`config.mk`:
```
export PLATFORM = sky130hd
export DESIGN_NAME = reg64_window_bridge
export DESIGN_NICKNAME = d
export VERILOG_FILES = /design/src/rtl/reg64_window_bridge.sv
export SDC_FILE = /design/constraint.sdc
export NUM_CORES = 1
export LEC_CHECK = 0
export CAP_MARGIN = 10
export CORE_ASPECT_RATIO = 0.9
export CORE_MARGIN = 10
export CORE_UTILIZATION = 47
export DETAILED_ROUTE_END_ITERATION = 12
export MAX_ROUTING_LAYER = met4
export PLACE_DENSITY = 0.91
export RECOVER_POWER = 100
export SLEW_MARGIN = 25
export SYNTH_ARGS = -nofsm -noshare
export SYNTH_HDL_FRONTEND = slang
export SYNTH_SLANG_ARGS = --single-unit
```
`constraint.sdc`:
```
create_clock -name clk -period 2.35 [get_ports clk]
set_clock_uncertainty 0.05 [all_clocks]
set_input_delay 0.235 -clock clk [delete_from_list [all_inputs] [get_ports clk]]
set_output_delay 0.235 -clock clk [all_outputs]
set_load 0.02 [all_outputs]
```
`src/rtl/reg64_window_bridge.sv`:
```
module reg64_window_bridge #(
  parameter int IAW    = 6,
  parameter int N_REGS = 40
) (
  input  logic           clk,
  input  logic           rst_n,
  input  logic           h_wr,
  input  logic           h_rd,
  input  logic [4:0]     h_addr,
  input  logic [31:0]    h_wdata,
  output logic [31:0]    h_rdata,
  output logic           h_rvalid,
  output logic [IAW-1:0] in_addr,
  output logic [63:0]    in_wdata,
  output logic           in_we,
  output logic           in_re,
  input  logic [63:0]    in_rdata,
  input  logic           in_ack
);
  localparam logic [2:0] W_HI = 3'd0, W_LO = 3'd1, W_CMD = 3'd2, W_RST = 3'd6, W_STS = 3'd7;

  logic [31:0] hi_q, lo_q, cmd_q;
  logic        busy_q, err_q, op_wr_q;

  wire [2:0] word    = h_addr[4:2];
  wire       wr_hi   = h_wr && word == W_HI;
  wire       wr_lo   = h_wr && word == W_LO;
  wire       wr_cmd  = h_wr && word == W_CMD;
  wire       wr_rst  = h_wr && word == W_RST;
  wire       far     = h_wdata[30:0] >= 31'(N_REGS);

  always_ff @(posedge clk) begin
    if (!rst_n) begin
      hi_q    <= '0;
      lo_q    <= '0;
      cmd_q   <= '0;
      busy_q  <= 1'b0;
      err_q   <= 1'b0;
      op_wr_q <= 1'b0;
    end else if (wr_rst) begin
      busy_q <= 1'b0;
      err_q  <= 1'b0;
    end else begin
      if (wr_cmd) begin
        if (busy_q || far) err_q <= 1'b1;
        if (!busy_q) begin
          cmd_q <= h_wdata;
          if (!far) begin
            busy_q  <= 1'b1;
            op_wr_q <= h_wdata[31];
          end else if (!h_wdata[31]) begin
            hi_q <= '0;
            lo_q <= '0;
          end
        end
      end
      if (busy_q && in_ack) begin
        busy_q <= 1'b0;
        if (!op_wr_q) {hi_q, lo_q} <= in_rdata;
      end
      if (!busy_q && wr_hi) hi_q <= h_wdata;
      if (!busy_q && wr_lo) lo_q <= h_wdata;
    end
  end

  always_ff @(posedge clk) begin
    if (!rst_n) begin
      h_rvalid <= 1'b0;
      h_rdata  <= '0;
    end else begin
      h_rvalid <= h_rd;
      if (h_rd) begin
        case (word)
          W_HI:    h_rdata <= hi_q;
          W_LO:    h_rdata <= lo_q;
          W_CMD:   h_rdata <= cmd_q;
          W_STS:   h_rdata <= {err_q, 30'd0, busy_q};
          default: h_rdata <= '0;
        endcase
      end
    end
  end

  assign in_addr  = cmd_q[IAW-1:0];
  assign in_wdata = {hi_q, lo_q};
  assign in_we    = busy_q && op_wr_q;
  assign in_re    = busy_q && !op_wr_q;
endmodule

```
* Word level (Yosys, flattened, before mapping)
Cells that the tools add are included.
Operators by class: mux-type cells 17, bitwise operators 4, $lt $le $gt $ge 1, reductions and logical operators 18, equality and inequality tests 4
Operators by type and width (number):
- 32-bit two-way mux | 14
- 32-bit one-hot mux with 4 select lines | 1
- 31-bit by 6-bit >= comparator with 1-bit output, second input constant | 1
- 1-bit logical AND | 9
- 3-bit == test, second input constant | 2
- 1-bit inverter | 4
- 4-bit AND reduction | 1
- 3-bit by 1-bit == test with 1-bit output, second input constant | 1
- 3-bit by 2-bit == test with 1-bit output, second input constant | 1
- 3-bit logical NOT | 1
- 3-bit AND reduction | 1
- 3-bit OR reduction | 1
- 1-bit logical NOT | 2
- 1-bit two-way mux | 2
- 2-bit AND reduction | 1
- 2-bit OR reduction | 1
- 1-bit logical OR | 1
Word-level totals: word-level logic and storage cells 52, input port bits 106, flip-flop bits (word level) 132, output and inout bits 105

* Depth between registers and ports, before layout
Gate-level depths: netlist of run 1.
depth in word-level cells 7, mapped depth 8, depth with buffers taken out 4

* Worst setup path before layout of run 1
No wires, ideal clock.
kind flip-flop to flip-flop, start reg busy_q, end reg hi_q[10], clock period less this slack 1.833 ns, data arrival time 1.647 ns, data required time 2.164 ns, path slack 0.517 ns, path buffers 3, cell stages (with the launch flop) 8, library setup time 0.136 ns, path through dfxtp_1 > buf_6 > or4b_4 > or2_1 > buf_6 > buf_6 > o211ai_2 > o32ai_1
Between the ends: longest elaborated chain between the ends 5, elaborated cells between the ends (all ways) 8, those cells by class mux: 5; reduce/logical: 3
Ends and longest elaborated chain:
- start: declaration | line 23 | logic busy_q, err_q, op_wr_q;
- start signal: assignment | line 37 | busy_q <= 1'b0;
- start signal: assignment | line 41 | busy_q <= 1'b0;
- start signal: assignment | line 49 | busy_q <= 1'b1;
- 32-bit two-way mux | line 46 | if (!busy_q) begin
- 32-bit two-way mux | line 44 | if (wr_cmd) begin
- 32-bit two-way mux | line 59 | if (!op_wr_q) {hi_q, lo_q} <= in_rdata;
- 32-bit two-way mux | line 57 | if (busy_q && in_ack) begin
- 32-bit two-way mux * | line 61 | if (!busy_q && wr_hi) hi_q <= h_wdata;
- end signal: assignment | line 59
- end signal: assignment | line 61
- end: declaration | line 22 | logic [31:0] hi_q, lo_q, cmd_q;
Mark *: on every way between the ends. The rest lies on a longest branch, timed or not. A chain may end at the register's enable or synchronous reset.

* Worst setup path after layout of run 1
start in h_wdata[19], end reg hi_q[25]
Between the ends: longest elaborated chain between the ends 7
Ends and longest elaborated chain:
- start: declaration | line 10 | input logic [31:0] h_wdata,
- 31-bit by 6-bit >= comparator with 1-bit output * | line 30 | wire far = h_wdata[30:0] >= 31'(N_REGS);
- 32-bit two-way mux * | line 48 | if (!far) begin
- 32-bit two-way mux * | line 46
- 32-bit two-way mux * | line 44
- 32-bit two-way mux | line 59
- 32-bit two-way mux * | line 57
- 32-bit two-way mux * | line 61
Marks and branches as above.

==> results of run 1 <==
==> metal layers <==
| layer | wire length, um | part of all wire, % | track usage, % | vias to the layer above |
|---|---|---|---|---|
| li1 | - | - | - | 3330 |
| met1 | 10800 | 40 | 33.1 | 3689 |
| met2 | 12600 | 47 | 41.7 | 549 |
| met3 | 2960 | 11 | 8.33 | 48 |
| met4 | 607 | 2.3 | 9.06 | 0 |
| met5 | 0 | 0 | - | - |
==> cells by family after synthesis <==
kind of cell	Yosys count
compound gates	295
buf+inv	97
flops	132
mux	33
simple gates	195
==> synth_stat cells <==
cell type	n
sky130_fd_sc_hd__o211ai_1	34
sky130_fd_sc_hd__clkinv_1	1
sky130_fd_sc_hd__mux2_2	2
sky130_fd_sc_hd__nor4_1	7
sky130_fd_sc_hd__and3_1	2
sky130_fd_sc_hd__o211a_1	2
sky130_fd_sc_hd__mux2i_1	31
sky130_fd_sc_hd__nor2_2	1
sky130_fd_sc_hd__nand4b_1	1
sky130_fd_sc_hd__dfxtp_1	132
sky130_fd_sc_hd__nand2b_1	1
sky130_fd_sc_hd__o2bb2ai_1	30
sky130_fd_sc_hd__buf_2	23
sky130_fd_sc_hd__o2111ai_1	1
sky130_fd_sc_hd__buf_6	5
sky130_fd_sc_hd__a21oi_1	33
sky130_fd_sc_hd__or2_1	1
sky130_fd_sc_hd__nor2_1	101
sky130_fd_sc_hd__a22oi_1	32
sky130_fd_sc_hd__buf_1	2
sky130_fd_sc_hd__inv_1	2
sky130_fd_sc_hd__and2_1	2
sky130_fd_sc_hd__nor3_1	3
sky130_fd_sc_hd__and4b_1	1
sky130_fd_sc_hd__buf_4	9
sky130_fd_sc_hd__nor2_4	1
sky130_fd_sc_hd__nor2b_1	3
sky130_fd_sc_hd__o32ai_1	64
sky130_fd_sc_hd__and3b_1	1
sky130_fd_sc_hd__nand3_1	2
sky130_fd_sc_hd__a211oi_1	3
sky130_fd_sc_hd__or4b_4	1
sky130_fd_sc_hd__o211ai_2	30
sky130_fd_sc_hd__a221oi_1	64
sky130_fd_sc_hd__clkbuf_1	55
sky130_fd_sc_hd__nand2_1	66
sky130_fd_sc_hd__nand4_1	1
sky130_fd_sc_hd__a22o_1	2
==> through the flow <==
step | cell area (um^2) | power, W
3_5_place_dp | 9210 | 0.00336
5_1_grt | 9690 | 0.00612
6_report | 9690 | 0.00595
2_1_floorplan | 6750 | 0.00282
3_3_place_gp | 9210 | 0.00334
4_1_cts | 9790 | 0.00598
==> path summary, 6_finish.rpt <==
check | startpoint | end | slack, ns
setup / recovery | h_wdata[19] | hi_q[25] | 0.17
hold / removal | h_addr[3] | h_rdata[0] | 0.37
setup reg to reg | busy_q | hi_q[25] | 0.24
hold reg to reg | cmd_q[20] | cmd_q[20] | 0.40
==> state kept, by name (all words and copies together) (netlist names) <==
signal / cells
err_q: 1
lo_q: 32
busy_q: 1
hi_q: 32
op_wr_q: 1
cmd_q: 32
h_rdata: 32
h_rvalid: 1
==> area by class of cell <==
cell class                      instances  area, um^2  share of cell area, %
Multi-Input combinational cell        523        3600                   37.2
Sequential cell                       132        2640                   27.3
Timing Repair Buffer                  266        2600                   26.8
Clock inverter                         14         154                   1.59
Inverter                                3        13.8                  0.142
Tap cell                              193         241                   2.49
Antenna cell                            1        2.50                 0.0258
Clock buffer                           18         429                   4.43
==> worst reg2reg max path, delay by kind of cell, from the launching register on <==
| family | cells | cell delay [ns] |
|---|---|---|
| and+or+nand+nor | 2 | 0.96 |
| DFF | 1 | 0.40 |
| AOI/OAI and AO/OA | 2 | 0.31 |
| buffers and inverters | 1 | 0.24 |
==> power groups by stage <==
stage	clock network [W]	logic [W]	registers, W
after global routing	0.00276	0.000952	0.00240
after detailed placement	0	0.000917	0.00244
after floorplan	0	0.000319	0.00250
after global placement	0	0.000903	0.00244
final	0.00266	0.000901	0.00239
after CTS	0.00266	0.000925	0.00239
==> impl_metrics.xml, run 1 <==
<?xml version="1.0" encoding="UTF-8"?>
<metrics>
  <group name="run_status">
    <metric name="run_status" unit="">finished clean</metric>
  </group>
  <group name="clock_tree">
    <metric name="post_cts_resized" unit="">0</metric>
    <metric name="cts-root-buf" unit="">sky130_fd_sc_hd__clkbuf_16</metric>
    <metric name="cts_tree" unit="">built</metric>
    <metric name="clock_tree.buffer_depth" unit="">2</metric>
    <metric name="clock_insertion_delay_worst_skew" unit="ns">0.43</metric>
    <metric name="numCtsBuffers" unit="">17</metric>
    <metric name="cts.repair_timing.setup_buffer_count" unit="">0</metric>
    <metric name="clock-sinks" unit="">132</metric>
    <metric name="cts.hold.buffers_added" unit="">0</metric>
    <metric name="path_clk_slew" unit="ns">0.06</metric>
    <metric name="cts.htree.levels" unit="">4</metric>
  </group>
  <group name="pwr">
    <metric name="power.clock.fraction" unit="%">44.7</metric>
    <metric name="comb_power_share" unit="%">15.2</metric>
    <metric name="sw_frac_of_total" unit="%">27.7</metric>
    <metric name="vdd.ir_drop.worst" unit="mV">0.475</metric>
    <metric name="p_switching" unit="W">0.00165</metric>
    <metric name="power_frac_seq" unit="%">40.2</metric>
    <metric name="power.density_cell_area" unit="mW/mm^2">614</metric>
    <metric name="leakage" unit="nW">3.72</metric>
    <metric name="internal-power" unit="W">0.00430</metric>
  </group>
  <group name="detailed_routing">
    <metric name="detail_route.vias_per_cell" unit="">6.62</metric>
    <metric name="drt_pre_antenna_iters" unit="">7</metric>
    <metric name="finalWirelength" unit="um">26900</metric>
    <metric name="vias" unit="">7616</metric>
    <metric name="drt_iter0_markers" unit="">759</metric>
    <metric name="route.detailed.drc" unit="">0</metric>
    <metric name="wl_per_cell" unit="um">23.4</metric>
    <metric name="drt.antenna.violating_nets" unit="">0</metric>
  </group>
  <group name="floorplan">
    <metric name="dieHeight" unit="um">134</metric>
    <metric name="floorplan.die_area" unit="mm^2">0.0196</metric>
    <metric name="num_io_pins" unit="">211</metric>
    <metric name="placement_rows" unit="">41</metric>
    <metric name="initial_util" unit="%">48.0</metric>
    <metric name="die_x_extent" unit="um">146</metric>
    <metric name="design.core.area" unit="mm^2">0.0141</metric>
  </group>
  <group name="global_routing">
    <metric name="antenna_found_initial" unit="">1</metric>
    <metric name="grt_max_degree" unit="">69</metric>
    <metric name="via_count_of_the_first_global_routing_pass" unit="">7422</metric>
    <metric name="grt_pass1_wl" unit="um">41800</metric>
    <metric name="globalRouteTotalUtil" unit="%">27.1</metric>
    <metric name="grt_overflow_total" unit="">0</metric>
  </group>
  <group name="worst_setup_path">
    <metric name="timing_worst_setup_path_type" unit="">primary input to register</metric>
    <metric name="worstPathCellList" unit="">dlygate4sd3_1 -&gt; nor4_1 -&gt; buf_4 -&gt; o2111ai_1 -&gt; o211a_2 -&gt; clkbuf_4 -&gt; o32ai_1</metric>
    <metric name="max_stage_delay" unit="ns">0.62</metric>
    <metric name="critPathRequiredTime" unit="ns">2.62</metric>
    <metric name="cell_depth_of_the_worst_setup_path" unit="">7</metric>
    <metric name="worst_reg_to_reg_path_cell_count" unit="">5</metric>
    <metric name="crit_path_top_delay_cell" unit="">sky130_fd_sc_hd__dlygate4sd3_1</metric>
    <metric name="crit_arrival" unit="ns">2.45</metric>
    <metric name="setup.worst_path.start_class" unit="">primary input</metric>
    <metric name="crit_fanout" unit="">28</metric>
    <metric name="endpoint_kind" unit="">register</metric>
    <metric name="critical-path-top-delay-family" unit="">buffers and inverters</metric>
    <metric name="number_of_buffer_and_inverter_instances_along_the_worst_setup_path" unit="">3</metric>
  </group>
  <group name="sta">
    <metric name="maxSlewHeadroom" unit="%">12.5</metric>
    <metric name="hold_slack" unit="ns">0.374</metric>
    <metric name="drv_slew" unit="">0</metric>
    <metric name="worstMarginPinSlew" unit="ns">1.31</metric>
    <metric name="max_freq" unit="MHz">458</metric>
    <metric name="timing.setup.tns" unit="ns">0</metric>
    <metric name="grt_setup_unrepaired" unit="">false</metric>
    <metric name="report.final.setup_viol" unit="">0</metric>
    <metric name="report.final.hold_viol_count" unit="">0</metric>
    <metric name="finalCritPeriodShare" unit="%">93.0</metric>
    <metric name="period_minus_slack" unit="ns">2.18</metric>
    <metric name="final.setup.worst_slack" unit="ns">0.166</metric>
  </group>
  <group name="synth">
    <metric name="synth.area.mux_share" unit="%">4.93</metric>
    <metric name="post_synth_and_or_nand_nor_area_fraction" unit="%">12.1</metric>
    <metric name="compound_cell_area_share_of_the_yosys_netlist" unit="%">36.9</metric>
    <metric name="netlist_instances" unit="">752</metric>
    <metric name="post_synth.cell_area_avg" unit="um^2">8.97</metric>
    <metric name="main_combinational_cell_family_by_area_after_synthesis" unit="">compound AO/OA/AOI/OAI gates</metric>
    <metric name="synth.ff_latch_count" unit="">132</metric>
    <metric name="synthXorXnorAreaFrac" unit="%">0</metric>
    <metric name="yosysTopAreaCellShare" unit="%">39.2</metric>
    <metric name="ys_warn_count" unit="">0</metric>
    <metric name="area_share_of_fa_ha_maj_cells_after_synthesis" unit="%">0</metric>
    <metric name="netlist_area" unit="mm^2">0.00675</metric>
    <metric name="synth_area_leader_cell" unit="">sky130_fd_sc_hd__dfxtp_1</metric>
    <metric name="netlist-cell-type-count" unit="">38</metric>
    <metric name="synth_area_leaders" unit="">sky130_fd_sc_hd__dfxtp_1 (39%), sky130_fd_sc_hd__a221oi_1 (8.3%), sky130_fd_sc_hd__o32ai_1 (8.3%), sky130_fd_sc_hd__nor2_1 (5.6%), sky130_fd_sc_hd__o211ai_2 (5.6%)</metric>
    <metric name="ys_seq_area_share" unit="%">39.2</metric>
    <metric name="synthesis.nets" unit="">858</metric>
  </group>
  <group name="place">
    <metric name="post-dp-hpwl" unit="um">17800</metric>
    <metric name="place_inst" unit="">1117</metric>
    <metric name="dp_worst_slack" unit="ns">-0.0653</metric>
    <metric name="finalWeightedCongestion" unit="">0.824</metric>
    <metric name="port_buffers" unit="">208</metric>
  </group>
  <group name="flow_run">
    <metric name="timing.max_cap.violations" unit="">0</metric>
  </group>
  <group name="finish">
    <metric name="post-route-util" unit="%">68.9</metric>
    <metric name="syn2layout_area_growth" unit="%">43.6</metric>
    <metric name="num-nets-final" unit="">1049</metric>
    <metric name="share_of_layout_cells_above_drive_strength_1" unit="%">12.6</metric>
    <metric name="layout.cells.non_filler" unit="">1150</metric>
    <metric name="n_fill_cell" unit="">1065</metric>
    <metric name="most-common-layout-cells" unit="">sky130_fd_sc_hd__dfxtp_1 (132), sky130_fd_sc_hd__dlygate4sd3_1 (107), sky130_fd_sc_hd__nor2_1 (101), sky130_fd_sc_hd__clkdlybuf4s50_1 (99), sky130_fd_sc_hd__nand2_1 (66)</metric>
    <metric name="mostFrequentLayoutCell" unit="">sky130_fd_sc_hd__dfxtp_1</metric>
  </group>
  <group name="hold_path">
    <metric name="min_delay_path_depth" unit="">4</metric>
    <metric name="worstHoldPathType" unit="">primary input to register</metric>
  </group>
</metrics>
Note: power is estimated with default switching activity, not from simulation.
==> inputs of run 2 (changes only) <==
--- a/config.mk
+++ b/config.mk
@@ -9,10 +9,12 @@
 export CORE_ASPECT_RATIO = 0.9
 export CORE_MARGIN = 10
 export CORE_UTILIZATION = 47
+export CTS_CLUSTER_DIAMETER = 50
 export DETAILED_ROUTE_END_ITERATION = 12
 export MAX_ROUTING_LAYER = met4
 export PLACE_DENSITY = 0.91
 export RECOVER_POWER = 100
+export SETUP_SLACK_MARGIN = 0.05
 export SLEW_MARGIN = 25
 export SYNTH_ARGS = -nofsm -noshare
 export SYNTH_HDL_FRONTEND = slang
==> results of run 2 <==
Final layout, timing and power as in run 1 (identical DEF).
==> inputs of run 3 (changes only) <==
--- a/config.mk
+++ b/config.mk
@@ -8,11 +8,12 @@
 export CAP_MARGIN = 10
 export CORE_ASPECT_RATIO = 0.9
 export CORE_MARGIN = 10
-export CORE_UTILIZATION = 47
+export CORE_UTILIZATION = 48
+export CTS_BUF_LIST = sky130_fd_sc_hd__clkbuf_8
 export CTS_CLUSTER_DIAMETER = 50
 export DETAILED_ROUTE_END_ITERATION = 12
 export MAX_ROUTING_LAYER = met4
-export PLACE_DENSITY = 0.91
+export PLACE_DENSITY = 0.92
 export RECOVER_POWER = 100
 export SETUP_SLACK_MARGIN = 0.05
 export SLEW_MARGIN = 25
==> impl_metrics.xml, run 3 (synthesized netlist as in run 1, its figures left out) <==
<?xml version="1.0" encoding="UTF-8"?>
<metrics>
  <group name="clock_tree">
    <metric name="post_cts_resized" unit="">0</metric>
    <metric name="cts.htree.levels" unit="">4</metric>
    <metric name="clock-sinks" unit="">132</metric>
    <metric name="cts.repair_timing.setup_buffer_count" unit="">0</metric>
    <metric name="cts_tree" unit="">built</metric>
    <metric name="path_clk_slew" unit="ns">0.08</metric>
    <metric name="cts-root-buf" unit="">sky130_fd_sc_hd__clkbuf_8</metric>
    <metric name="numCtsBuffers" unit="">17</metric>
    <metric name="clock_insertion_delay_worst_skew" unit="ns">0.46</metric>
    <metric name="cts.hold.buffers_added" unit="">0</metric>
    <metric name="clock_tree.buffer_depth" unit="">2</metric>
  </group>
  <group name="global_routing">
    <metric name="antenna_found_initial" unit="">0</metric>
    <metric name="grt_pass1_wl" unit="um">41700</metric>
    <metric name="grt_util_met3" unit="%">7.87</metric>
    <metric name="grt_max_degree" unit="">108</metric>
    <metric name="global_route.peak_usage_layer" unit="">met2</metric>
    <metric name="grt_use_met2" unit="%">41.6</metric>
    <metric name="grt_overflow_total" unit="">0</metric>
    <metric name="via_count_of_the_first_global_routing_pass" unit="">7460</metric>
    <metric name="groute.layer.met1.usage" unit="%">33.5</metric>
    <metric name="globalRouteTotalUtil" unit="%">27.3</metric>
  </group>
  <group name="finish">
    <metric name="syn2layout_area_growth" unit="%">41.9</metric>
    <metric name="most-common-layout-cells" unit="">sky130_fd_sc_hd__dfxtp_1 (132), sky130_fd_sc_hd__dlygate4sd3_1 (107), sky130_fd_sc_hd__nor2_1 (101), sky130_fd_sc_hd__clkdlybuf4s50_1 (99), sky130_fd_sc_hd__nand2_1 (66)</metric>
    <metric name="n_fill_cell" unit="">1017</metric>
    <metric name="area.sequential" unit="mm^2">0.00264</metric>
    <metric name="fin_area" unit="mm^2">0.00957</metric>
    <metric name="antenna_cells" unit="">0</metric>
    <metric name="mostFrequentLayoutCell" unit="">sky130_fd_sc_hd__dfxtp_1</metric>
    <metric name="share_of_layout_cells_above_drive_strength_1" unit="%">13.6</metric>
    <metric name="area_taken_by_multi_input_logic_gates" unit="mm^2">0.00366</metric>
    <metric name="num-nets-final" unit="">1050</metric>
  </group>
  <group name="floorplan">
    <metric name="dieHeight" unit="um">132</metric>
    <metric name="die_x_extent" unit="um">145</metric>
    <metric name="num_io_pins" unit="">211</metric>
    <metric name="design.core.area" unit="mm^2">0.0139</metric>
    <metric name="placement_rows" unit="">41</metric>
    <metric name="floorplan.die_area" unit="mm^2">0.0192</metric>
    <metric name="initial_util" unit="%">48.5</metric>
  </group>
  <group name="flow_run">
    <metric name="timing.max_cap.violations" unit="">0</metric>
  </group>
  <group name="detailed_routing">
    <metric name="drt_iter0_markers" unit="">949</metric>
    <metric name="route.detailed.drc" unit="">0</metric>
    <metric name="finalWirelength" unit="um">26800</metric>
    <metric name="drt.antenna.violating_nets" unit="">0</metric>
    <metric name="drt_pre_antenna_iters" unit="">6</metric>
    <metric name="detail_route.vias_per_cell" unit="">6.62</metric>
    <metric name="vias" unit="">7612</metric>
    <metric name="wl_per_cell" unit="um">23.3</metric>
  </group>
  <group name="place">
    <metric name="port_buffers" unit="">208</metric>
    <metric name="area_of_placed_instances" unit="mm^2">0.00919</metric>
    <metric name="finalWeightedCongestion" unit="">0.860</metric>
    <metric name="dp_worst_slack" unit="ns">-0.00622</metric>
    <metric name="post-dp-hpwl" unit="um">17600</metric>
  </group>
  <group name="sta">
    <metric name="drv_slew" unit="">0</metric>
    <metric name="report.final.hold_viol_count" unit="">0</metric>
    <metric name="final.setup.worst_slack" unit="ns">0.191</metric>
    <metric name="report.final.setup_viol" unit="">0</metric>
    <metric name="maxSlewHeadroom" unit="%">23.9</metric>
    <metric name="period_minus_slack" unit="ns">2.16</metric>
    <metric name="max_freq" unit="MHz">463</metric>
    <metric name="grt_setup_unrepaired" unit="">false</metric>
    <metric name="worstMarginPinSlew" unit="ns">1.14</metric>
    <metric name="finalCritPeriodShare" unit="%">91.9</metric>
  </group>
  <group name="pwr">
    <metric name="leakage" unit="nW">3.68</metric>
    <metric name="vdd.ir_drop.worst" unit="mV">0.435</metric>
    <metric name="power.density_cell_area" unit="mW/mm^2">571</metric>
  </group>
  <group name="worst_setup_path">
    <metric name="crit_path_top_delay_cell" unit="">sky130_fd_sc_hd__dlygate4sd3_1</metric>
    <metric name="critPathRequiredTime" unit="ns">2.65</metric>
    <metric name="crit_arrival" unit="ns">2.46</metric>
    <metric name="endpoint_kind" unit="">register</metric>
    <metric name="setup.worst_path.start_class" unit="">primary input</metric>
    <metric name="crit_fanout" unit="">28</metric>
    <metric name="worstPathCellList" unit="">dlygate4sd3_1 -&gt; nor4_1 -&gt; buf_4 -&gt; o2111ai_1 -&gt; o211a_2 -&gt; buf_2 -&gt; o32ai_1</metric>
    <metric name="max_stage_delay" unit="ns">0.65</metric>
    <metric name="timing_worst_setup_path_type" unit="">primary input to register</metric>
  </group>
  <group name="hold_path">
    <metric name="worstHoldPathType" unit="">primary input to register</metric>
  </group>
  <group name="run_status">
    <metric name="run_status" unit="">finished clean</metric>
  </group>
</metrics>
## run 3: changes by cell type in the layout (fill, tap and decap cells not counted), moves of 4 or more
cell,change
sky130_fd_sc_hd__buf_4,+4
sky130_fd_sc_hd__clkbuf_16,-17
sky130_fd_sc_hd__clkbuf_2,-4
sky130_fd_sc_hd__clkbuf_8,+17
sky130_fd_sc_hd__clkinv_4,-4
sky130_fd_sc_hd__o211ai_1,-11
sky130_fd_sc_hd__o211ai_2,+11
## run 3: cell type report
type / instances / area share (%)
clock buffers: 17 / 2.44
clock inverters: 15 / 2.22
inverters: 3 / 0.144
multi-input cells: 523 / 38.3
flip-flops and latches: 132 / 27.6
well taps: 193 / 2.52
repair buffers: 267 / 26.8
## run 3: layer usage
layer  up-vias  wire [um]
li1       3333          -
met1      3653      10400
met2       551      12200
met3        75       3350
met4         0        805
met5         -          0
## run 3: worst paths after layout
check / from / to / slack (ns) / depth (start not counted)
max: h_wdata[21] / hi_q[26] / 0.19 / 7
min: h_addr[3] / op_wr_q / 0.37 / 5
max reg2reg: busy_q / hi_q[26] / 0.27 / 5
min reg2reg: cmd_q[19] / cmd_q[19] / 0.41 / 2
## run 3: critical path: cells and delay by family
kind            cells  cell delay (ns)
simple gates        1             0.42
compound gates      3             0.64
buf+inv             3             1.16
## run 3: through the flow
stage	TNS (ns)	util, %	total power [W]	hold slack [ns]	instances
global placement	-0.0510	66.1	0.00334	0.392	1118
global route	0	68.9	0.00563	0.368	1150
finish	0	68.9	0.00546	0.367	1150
floorplan	0	-	0.00282	0.281	752
CTS	0	69.3	0.00550	0.351	1150
detailed placement	-0.00622	66.1	0.00335	0.397	1118
## run 3: report_power, final
part	switching, W	internal, W	total (W)
Combinational	0.000492	0.000409	0.000901
Clock	0.000922	0.00125	0.00217
Sequential	0.0000766	0.00231	0.00239
Total	0.00149	0.00397	0.00546
